## config.mk

```make
export PLATFORM = sky130hd
export DESIGN_NAME = coh_msg_ni
export DESIGN_NICKNAME = d
export VERILOG_FILES = /design/src/rtl/coh_ni_pkg.sv /design/src/rtl/coh_ni_tx.sv /design/src/rtl/coh_ni_rx.sv /design/src/rtl/coh_msg_ni.sv
export SDC_FILE = /design/constraint.sdc
export NUM_CORES = 2
export LEC_CHECK = 0
export BUFFER_PORTS_ARGS = -buffer_cell sky130_fd_sc_hd__buf_2
export CORE_AREA = 2 2 564 566
export DETAILED_ROUTE_END_ITERATION = 6
export DIE_AREA = 0 0 566 568
export GPL_TIMING_DRIVEN = 0
export PLACE_DENSITY = 0.3
export REMOVE_ABC_BUFFERS = 1
export SYNTH_ARGS = -nofsm -noshare
export SYNTH_HDL_FRONTEND = slang
export SYNTH_SLANG_ARGS = --single-unit
```

## constraint.sdc

```tcl
create_clock -name clk -period 1.9 [get_ports clk]
set_input_delay 0.19 -clock clk [delete_from_list [all_inputs] [get_ports clk]]
set_output_delay 0.19 -clock clk [all_outputs]
set_load 0.005 [all_outputs]
```

## src/rtl/coh_ni_pkg.sv

```systemverilog
package coh_ni_pkg;
    localparam int FLIT_W    = 128;
    localparam int LINE_W    = 512;
    localparam int NODE_W    = 8;
    localparam int ADDR_W    = 48;
    localparam int MTYPE_W   = 8;
    localparam int NUM_VNETS = 6;
    localparam int CLS_W     = 3;
    localparam int BEATS     = LINE_W / FLIT_W;
    localparam int VNET_W    = $clog2(NUM_VNETS);

    typedef enum logic [CLS_W-1:0] {
        CLS_DMA_REQ = 3'd0,
        CLS_DMA_RSP = 3'd1,
        CLS_REQ     = 3'd2,
        CLS_FWD     = 3'd3,
        CLS_RSP     = 3'd4,
        CLS_UNBLK   = 3'd5
    } msg_class_e;

    typedef enum logic [1:0] {
        FK_BODY = 2'd0,
        FK_HEAD = 2'd1,
        FK_TAIL = 2'd2,
        FK_SOLO = 2'd3
    } flit_kind_e;

    // Packed MSB first: class ends up in the lowest bits of the flit.
    typedef struct packed {
        logic [ADDR_W-1:0]  addr;
        logic [NODE_W-1:0]  dest;
        logic [MTYPE_W-1:0] mtype;
        logic               has_line;
        msg_class_e         cls;
    } hdr_t;

    localparam int HDR_W = $bits(hdr_t);

    function automatic logic [FLIT_W-1:0] hdr_pack(hdr_t h);
        return {{(FLIT_W-HDR_W){1'b0}}, h};
    endfunction

    function automatic hdr_t hdr_unpack(logic [HDR_W-1:0] f);
        return hdr_t'(f);
    endfunction

    function automatic logic carries_line(msg_class_e c, logic want);
        return want && (c == CLS_RSP || c == CLS_DMA_RSP);
    endfunction

    function automatic logic [VNET_W-1:0] vnet_of(msg_class_e c, bit share);
        if (share && c == CLS_UNBLK) return VNET_W'(CLS_RSP);
        return VNET_W'(c);
    endfunction
endpackage

```

## src/rtl/coh_ni_tx.sv

```systemverilog
module coh_ni_tx
    import coh_ni_pkg::*;
#(
    parameter bit SHARE_RSP_UNBLK = 1'b0
) (
    input  logic                 clk,
    input  logic                 rst,
    input  logic                 msg_valid,
    output logic                 msg_ready,
    input  hdr_t                 msg_hdr,
    input  logic [LINE_W-1:0]    msg_line,
    input  logic [NUM_VNETS-1:0] stall,
    output logic                 flit_valid,
    output flit_kind_e           flit_kind,
    output logic [VNET_W-1:0]    flit_vnet,
    output logic [FLIT_W-1:0]    flit_data
);
    localparam int BEAT_W = $clog2(BEATS + 1);

    logic              busy_q;
    logic [BEAT_W-1:0] beat_q;
    logic              long_q;
    hdr_t              hdr_q;
    logic [LINE_W-1:0] line_q;
    logic [VNET_W-1:0] vnet_q;
    logic              last_beat;
    logic              send;
    logic              long_d;

    assign long_d    = carries_line(msg_hdr.cls, msg_hdr.has_line);
    assign msg_ready = !busy_q;

    always_comb begin
        last_beat  = !long_q || (beat_q == BEAT_W'(BEATS));
        send       = busy_q && !stall[vnet_q];
        flit_valid = send;
        flit_vnet  = vnet_q;
        if (beat_q == '0) begin
            flit_data = hdr_pack(hdr_q);
            flit_kind = long_q ? FK_HEAD : FK_SOLO;
        end else begin
            flit_data = line_q[FLIT_W-1:0];
            flit_kind = last_beat ? FK_TAIL : FK_BODY;
        end
    end

    always_ff @(posedge clk) begin
        if (rst) begin
            busy_q <= 1'b0;
            beat_q <= '0;
            long_q <= 1'b0;
            hdr_q  <= '0;
            line_q <= '0;
            vnet_q <= '0;
        end else if (!busy_q) begin
            if (msg_valid) begin
                busy_q         <= 1'b1;
                beat_q         <= '0;
                long_q         <= long_d;
                hdr_q          <= msg_hdr;
                hdr_q.has_line <= long_d;
                line_q         <= msg_line;
                vnet_q         <= vnet_of(msg_hdr.cls, SHARE_RSP_UNBLK);
            end
        end else if (send) begin
            if (last_beat) busy_q <= 1'b0;
            else           beat_q <= beat_q + 1'b1;
            if (beat_q != '0) line_q <= line_q >> FLIT_W;
        end
    end

    // one message at a time
    p_ready_drop_r8: assert property (@(posedge clk) disable iff (rst)
        (msg_valid && msg_ready) |=> !msg_ready);

    // a held flit does not change
    p_hold_stalled_r7: assert property (@(posedge clk) disable iff (rst)
        (!msg_ready && !flit_valid) |=>
            ($stable(flit_data) && $stable(flit_kind) && $stable(flit_vnet)));

    // shared mode keeps network 5 empty
    p_no_vnet5_shared_r6: assert property (@(posedge clk) disable iff (rst)
        (flit_valid && SHARE_RSP_UNBLK) |-> (flit_vnet != VNET_W'(CLS_UNBLK)));

    // ready stays low while a packet is unfinished
    p_no_ready_midpkt_r8: assert property (@(posedge clk) disable iff (rst)
        (flit_valid && (flit_kind == FK_HEAD || flit_kind == FK_BODY)) |=> !msg_ready);
endmodule

```

## src/rtl/coh_ni_rx.sv

```systemverilog
module coh_ni_rx
    import coh_ni_pkg::*;
(
    input  logic              clk,
    input  logic              rst,
    input  logic              flit_valid,
    input  logic [1:0]        flit_kind,
    input  logic [FLIT_W-1:0] flit_data,
    output logic              msg_valid,
    output hdr_t              msg_hdr,
    output logic [LINE_W-1:0] msg_line
);
    hdr_t              hdr_q;
    logic [LINE_W-1:0] line_q;
    logic              valid_q;
    logic              in_pkt_q;

    always_ff @(posedge clk) begin
        if (rst) begin
            hdr_q    <= '0;
            line_q   <= '0;
            valid_q  <= 1'b0;
            in_pkt_q <= 1'b0;
        end else begin
            valid_q <= 1'b0;
            if (flit_valid) begin
                case (flit_kind_e'(flit_kind))
                    FK_HEAD: begin
                        hdr_q    <= hdr_unpack(flit_data[HDR_W-1:0]);
                        line_q   <= '0;
                        in_pkt_q <= 1'b1;
                    end
                    FK_SOLO: begin
                        hdr_q    <= hdr_unpack(flit_data[HDR_W-1:0]);
                        line_q   <= '0;
                        valid_q  <= 1'b1;
                        in_pkt_q <= 1'b0;
                    end
                    FK_BODY: line_q <= {flit_data, line_q[LINE_W-1:FLIT_W]};
                    FK_TAIL: begin
                        line_q   <= {flit_data, line_q[LINE_W-1:FLIT_W]};
                        valid_q  <= 1'b1;
                        in_pkt_q <= 1'b0;
                    end
                endcase
            end
        end
    end

    assign msg_valid = valid_q;
    assign msg_hdr   = hdr_q;
    assign msg_line  = line_q;

    // completion only follows a closing flit
    p_done_after_tail_r9: assert property (@(posedge clk) disable iff (rst)
        msg_valid |-> $past(flit_valid && (flit_kind == FK_TAIL || flit_kind == FK_SOLO)));

    // data flits belong to an opened packet
    p_body_in_packet_r10: assert property (@(posedge clk) disable iff (rst)
        (flit_valid && (flit_kind == FK_BODY || flit_kind == FK_TAIL)) |-> in_pkt_q);
endmodule

```

## src/rtl/coh_msg_ni.sv

```systemverilog
module coh_msg_ni
    import coh_ni_pkg::*;
#(
    parameter bit SHARE_RSP_UNBLK = 1'b0
) (
    input  logic                 clk,
    input  logic                 rst,
    input  logic                 tx_msg_valid,
    output logic                 tx_msg_ready,
    input  logic [CLS_W-1:0]     tx_msg_class,
    input  logic                 tx_msg_has_line,
    input  logic [MTYPE_W-1:0]   tx_msg_type,
    input  logic [NODE_W-1:0]    tx_msg_dest,
    input  logic [ADDR_W-1:0]    tx_msg_addr,
    input  logic [LINE_W-1:0]    tx_msg_line,
    input  logic [NUM_VNETS-1:0] tx_vnet_stall,
    output logic                 tx_flit_valid,
    output logic [1:0]           tx_flit_kind,
    output logic [VNET_W-1:0]    tx_flit_vnet,
    output logic [FLIT_W-1:0]    tx_flit_data,
    input  logic                 rx_flit_valid,
    input  logic [1:0]           rx_flit_kind,
    input  logic [FLIT_W-1:0]    rx_flit_data,
    output logic                 rx_msg_valid,
    output logic [CLS_W-1:0]     rx_msg_class,
    output logic                 rx_msg_has_line,
    output logic [MTYPE_W-1:0]   rx_msg_type,
    output logic [NODE_W-1:0]    rx_msg_dest,
    output logic [ADDR_W-1:0]    rx_msg_addr,
    output logic [LINE_W-1:0]    rx_msg_line
);
    hdr_t       tx_hdr;
    hdr_t       rx_hdr;
    flit_kind_e tx_kind;

    always_comb begin
        tx_hdr.cls      = msg_class_e'(tx_msg_class);
        tx_hdr.has_line = tx_msg_has_line;
        tx_hdr.mtype    = tx_msg_type;
        tx_hdr.dest     = tx_msg_dest;
        tx_hdr.addr     = tx_msg_addr;
    end

    coh_ni_tx #(.SHARE_RSP_UNBLK(SHARE_RSP_UNBLK)) u_tx (
        .clk        (clk),
        .rst        (rst),
        .msg_valid  (tx_msg_valid),
        .msg_ready  (tx_msg_ready),
        .msg_hdr    (tx_hdr),
        .msg_line   (tx_msg_line),
        .stall      (tx_vnet_stall),
        .flit_valid (tx_flit_valid),
        .flit_kind  (tx_kind),
        .flit_vnet  (tx_flit_vnet),
        .flit_data  (tx_flit_data)
    );
    assign tx_flit_kind = tx_kind;

    coh_ni_rx u_rx (
        .clk        (clk),
        .rst        (rst),
        .flit_valid (rx_flit_valid),
        .flit_kind  (rx_flit_kind),
        .flit_data  (rx_flit_data),
        .msg_valid  (rx_msg_valid),
        .msg_hdr    (rx_hdr),
        .msg_line   (rx_msg_line)
    );

    assign rx_msg_class    = rx_hdr.cls;
    assign rx_msg_has_line = rx_hdr.has_line;
    assign rx_msg_type     = rx_hdr.mtype;
    assign rx_msg_dest     = rx_hdr.dest;
    assign rx_msg_addr     = rx_hdr.addr;

    // never offer a flit into a stalled network
    p_respect_stall_r7: assert property (@(posedge clk) disable iff (rst)
        tx_flit_valid |-> !tx_vnet_stall[tx_flit_vnet]);
endmodule

```

==> flow_results.org <==
** Worst setup path
- Cell breakdown of the critical path :: mux2i_4 > o22a_4 > a41oi_4 > buf_12 > buf_16 > buf_16 > buf_16 > buf_16 > buf_16 > buf_16 > buf_16 > buf_16 > buf_16 > buf_16 > buf_16 > mux2i_1
- Counting stages on the worst path, the most repeated cell is sky130_fd_sc_hd__buf_16.
- Required time of the worst setup path :: 2590 ps
- Critical path endpoint category :: flip-flop
- Crit path DAT :: 3670 ps
- The worst setup path is launched from a flip-flop.
- Classification of the worst setup path :: flip-flop to flip-flop
- CP peak stage delay :: 410 ps
- The largest individual stage delay along the critical path comes from the cell sky130_fd_sc_hd__dfxtp_4.
- Crit Path Max Fanout :: 8

** Timing
- Part of the cycle the worst path needs :: 157%
- Post-route setup slack :: -1080 ps
- Fin. max-slew vios :: 0
- The routed design could run at a clock period as short as 2980 ps.
- Hold Violations, Final :: 0
- For the pin with the worst max-slew slack, the measured transition is 924 ps.
- RSZ-0062 raised after global routing :: yes
- Timing would allow up to 0.335 GHz.
- Final-report setup violation count :: 770
- Clock skew after layout :: 54.4 ps
- Measured against its own limit, the worst slew margin works out to 38.4%.

** Clock network
- Clock-pin slew was measured on the worst setup and hold paths at 60 ps.
- At the later pin of the worst-skew pair, clock insertion delay measures 830 ps.
- Counting every sink on the clock net gives 1165.
- No sink is reached through more buffers than the 4 on the longest clock path.
- Clock tree synthesis inserted a total of 166 buffers.
- The H-tree was split into 4 levels.
- Cell chosen for the clock root :: sky130_fd_sc_hd__clkbuf_16
- Clock tree from TritonCTS :: built

** Cells and area
- Nets :: 8707
- Area overhead of the layout relative to synthesis :: 58.6%
- Once layout is done, the placed cells without fillers occupy 82200 um^2.
- In the final layout, the share of cells above drive strength 1 is 31.7%.

** Yosys
- After technology mapping, the gate count stands at 5854.
- The synthesized design contains 1165 register bits.
- Number of flops mapped to enable cells by yosys :: 0
- Number of distinct library cells after synthesis :: 35
- Post-synthesis sequential area ratio :: 45.0%
- Synth Flop Type :: sky130_fd_sc_hd__dfxtp_1
- Counting flops with an async set or reset pin after synthesis yields a share of 0%.
- After synthesis, the mean cell area works out to 8.86 um^2.
- Synth Warn # :: 0
- In this run the cell area of the synthesized design comes to 51800 um^2.

** GRT
- Wire length of the first global-routing pass :: 381 mm
- Across every metal layer, demand over resource in global routing totals 16.4%.
- Overall overflow remaining after global route :: 0
- Vias in the first global route :: 48800
- Entering global routing, the biggest net connects 182 pins.
- The number of antenna violations at the first check in global routing came to 143.

** Detailed routing
- The routed design uses 22.2 mm of met3 wire.
- Top Metal Used :: met5
- In the detailed route, the total length drawn on met2 is 138 mm.
- Final WL :: 284 mm
- Post-DR vias/cell :: 4.00
- After detailed routing, the number of remaining DRC violations is 0.
- Antenna-violating nets left :: 0
- Number of vias after detailed routing :: 49500
- For this block, wires on met1 add up to 114 mm.
- Length of the first detailed-routing pass in iterations :: 5
- Dividing the detail-routed wire length by the instance count gives 23.0 um.
- After the first detailed-routing iteration, the DRC count stood at 2367.

** Placed design
- Gpl congestion :: 0.811
- Half-perimeter wire length after detailed placement :: 192 mm
- The count of buffers added on input and output ports is 1435.
- Timing analysis after detailed placement gives a worst setup slack of -2470 ps.
- Once placement finished, the instance area stood at 63800 um^2.

** Power
- In this run the static leakage power is 0.0347 uW.
- The worst-case IR drop observed on VDD is 0.554 mV.
- Summing internal, switching and leakage power gives 67900 uW.
- Power per cell area :: 825 nW/um^2

** Die
- The floorplan step set the die height to 568 um.
- The die covers 321000 um^2.
- The die is 566 um wide.
- Number of top-level design ports :: 1436
- The floorplan has 207 rows.
- Std-Cell Core Area :: 316000 um^2
- The initial utilization of the core area, before any placement, comes to 16.4%.

** Outcome
- Result of the run :: finished with violations
- The checks that failed: setup timing.

** Min path
- Class of the worst hold path :: input port to flip-flop

** Run
- The tool flagged a number of max-cap violations equal to 0.
## report_power, final
group          internal [uW]  total [uW]  switching [uW]  leakage (uW)
Clock                  18300       31200           12900       0.00260
Sequential             25500       26200             670       0.00949
Combinational           5400       10400            5040        0.0226
## synth_stat cells, types with 2 or more instances
cell,instances,area (um^2)
sky130_fd_sc_hd__buf_8,20,300
sky130_fd_sc_hd__nand3_1,129,646
sky130_fd_sc_hd__ha_1,2,25.0
sky130_fd_sc_hd__a211oi_1,2,15.0
sky130_fd_sc_hd__nand2b_1,456,2850
sky130_fd_sc_hd__or2_1,2,12.5
sky130_fd_sc_hd__nand4b_1,3,26.3
sky130_fd_sc_hd__buf_1,29,109
sky130_fd_sc_hd__dfxtp_1,1165,23300
sky130_fd_sc_hd__and3_1,2,12.5
sky130_fd_sc_hd__mux2_2,384,4320
sky130_fd_sc_hd__buf_6,31,349
sky130_fd_sc_hd__clkbuf_1,387,1450
sky130_fd_sc_hd__nand2_1,1373,5150
sky130_fd_sc_hd__and2_1,61,382
sky130_fd_sc_hd__buf_12,3,60.1
sky130_fd_sc_hd__buf_2,42,210
sky130_fd_sc_hd__o211ai_1,3,22.5
sky130_fd_sc_hd__nor2_1,60,225
sky130_fd_sc_hd__inv_1,3,11.3
sky130_fd_sc_hd__buf_4,7,52.6
sky130_fd_sc_hd__nand3b_1,453,3400
sky130_fd_sc_hd__nor2b_1,61,382
sky130_fd_sc_hd__a21oi_1,649,3250
sky130_fd_sc_hd__inv_2,3,11.3
sky130_fd_sc_hd__mux2i_1,515,5150
## worst paths after layout
kind	start	end	slack (ps)	cells past startpoint
setup / recovery	u_tx.hdr_q[0]	u_tx.line_q[282]	-1080	16
hold / removal	rx_flit_valid	u_rx.msg_line[28]	40	4
setup reg to reg	u_tx.hdr_q[0]	u_tx.line_q[282]	-1080	16
hold reg to reg	u_rx.msg_hdr[2]	u_rx.msg_hdr[2]	450	2
## state kept, by name (all words and copies together), names as in the netlist
register and flops:
u_tx.busy_q 1, u_tx.line_q 512, u_rx.msg_line 512, u_tx.beat_q 3, u_tx.long_q 1, u_rx.msg_hdr 68
u_tx.hdr_q 67, u_rx.msg_valid 1
## worst max-delay path, delay by kind of cell, from the launching register on
family	cells	cell delay (ps)
buffers and inverters	12	1600
AOI/OAI and AO/OA	2	330
muxes	2	450
DFF	1	410
## layer usage
layer	up-vias	global-route usage, %
met4	88	4.81
met1	23600	18.6
li1	23900	-
met5	-	0
met2	1387	28.5
met3	434	5.92
## cells by family after synthesis
group / count (synthesis) / synth area share (%)
simple gates: 2601 / 25.3
fa+ha+maj: 2 / 0.0483
mux: 899 / 18.3
flops: 1165 / 45.0
buf+inv: 525 / 4.93
xor+xnor: 1 / 0.0169
compound gates: 661 / 6.46
## cells in the final DEF (no fill, tap or decap), types with 5 or more instances in the layout
cell type,synthesis,final
sky130_fd_sc_hd__buf_2,42,1316
sky130_fd_sc_hd__nand2_1,1373,1233
sky130_fd_sc_hd__dfxtp_1,1165,1159
sky130_fd_sc_hd__dlygate4sd3_1,0,756
sky130_fd_sc_hd__a21oi_1,649,649
sky130_fd_sc_hd__mux2i_1,515,508
sky130_fd_sc_hd__nand2b_1,456,455
sky130_fd_sc_hd__nand3b_1,453,453
sky130_fd_sc_hd__mux2_2,384,384
sky130_fd_sc_hd__clkbuf_16,0,188
sky130_fd_sc_hd__nand3_1,129,129
sky130_fd_sc_hd__buf_6,31,127
sky130_fd_sc_hd__buf_16,0,111
sky130_fd_sc_hd__diode_2,0,79
sky130_fd_sc_hd__buf_4,7,75
sky130_fd_sc_hd__nand2_2,0,69
sky130_fd_sc_hd__nand2_4,0,69
sky130_fd_sc_hd__nor2_1,60,60
sky130_fd_sc_hd__nor2b_1,61,59
sky130_fd_sc_hd__and2_4,0,58
sky130_fd_sc_hd__clkbuf_1,387,47
sky130_fd_sc_hd__buf_12,3,45
sky130_fd_sc_hd__clkbuf_8,0,36
sky130_fd_sc_hd__buf_8,20,23
sky130_fd_sc_hd__clkinv_2,0,15
sky130_fd_sc_hd__clkinv_16,0,5
sky130_fd_sc_hd__bufinv_16,0,5
## layout make-up
cell class | count | area, um^2
Multi-Input combinational cell | 4166 | 27000
Clock buffer | 250 | 4860
Fill cell | 34600 | 234000
Inverter | 6 | 87.6
Clock inverter | 32 | 435
Antenna cell | 79 | 198
Timing Repair inverter | 2 | 22.5
Sequential cell | 1165 | 23300
Timing Repair Buffer | 2478 | 21100
Tap cell | 4180 | 5230
## metrics by stage
stage | hold slack, ps | util (%) | TNS, ps | std cells
6_report | 43.2 | 26.0 | -435220 | 12400
5_1_grt | 17.1 | 26.0 | -492620 | 12300
4_1_cts | -31.2 | 25.3 | -477920 | 12200
3_5_place_dp | 422 | 20.2 | -1240630 | 11000
3_3_place_gp | 415 | 19.5 | - | 11000
2_1_floorplan | 259 | - | - | 5335
## repair_timing
action / 4_1_cts / 5_1_grt
gates cloned: 37 / 27
setup endpoints to repair: 807 / 866
endpoints found under the hold margin: 880 / 2
hold buffers: 763 / 1
gates resized for setup: 363 / 314
pin swaps: 87 / 92
buffers inserted: 82 / 75
Power figures use the tool's default switching activity.
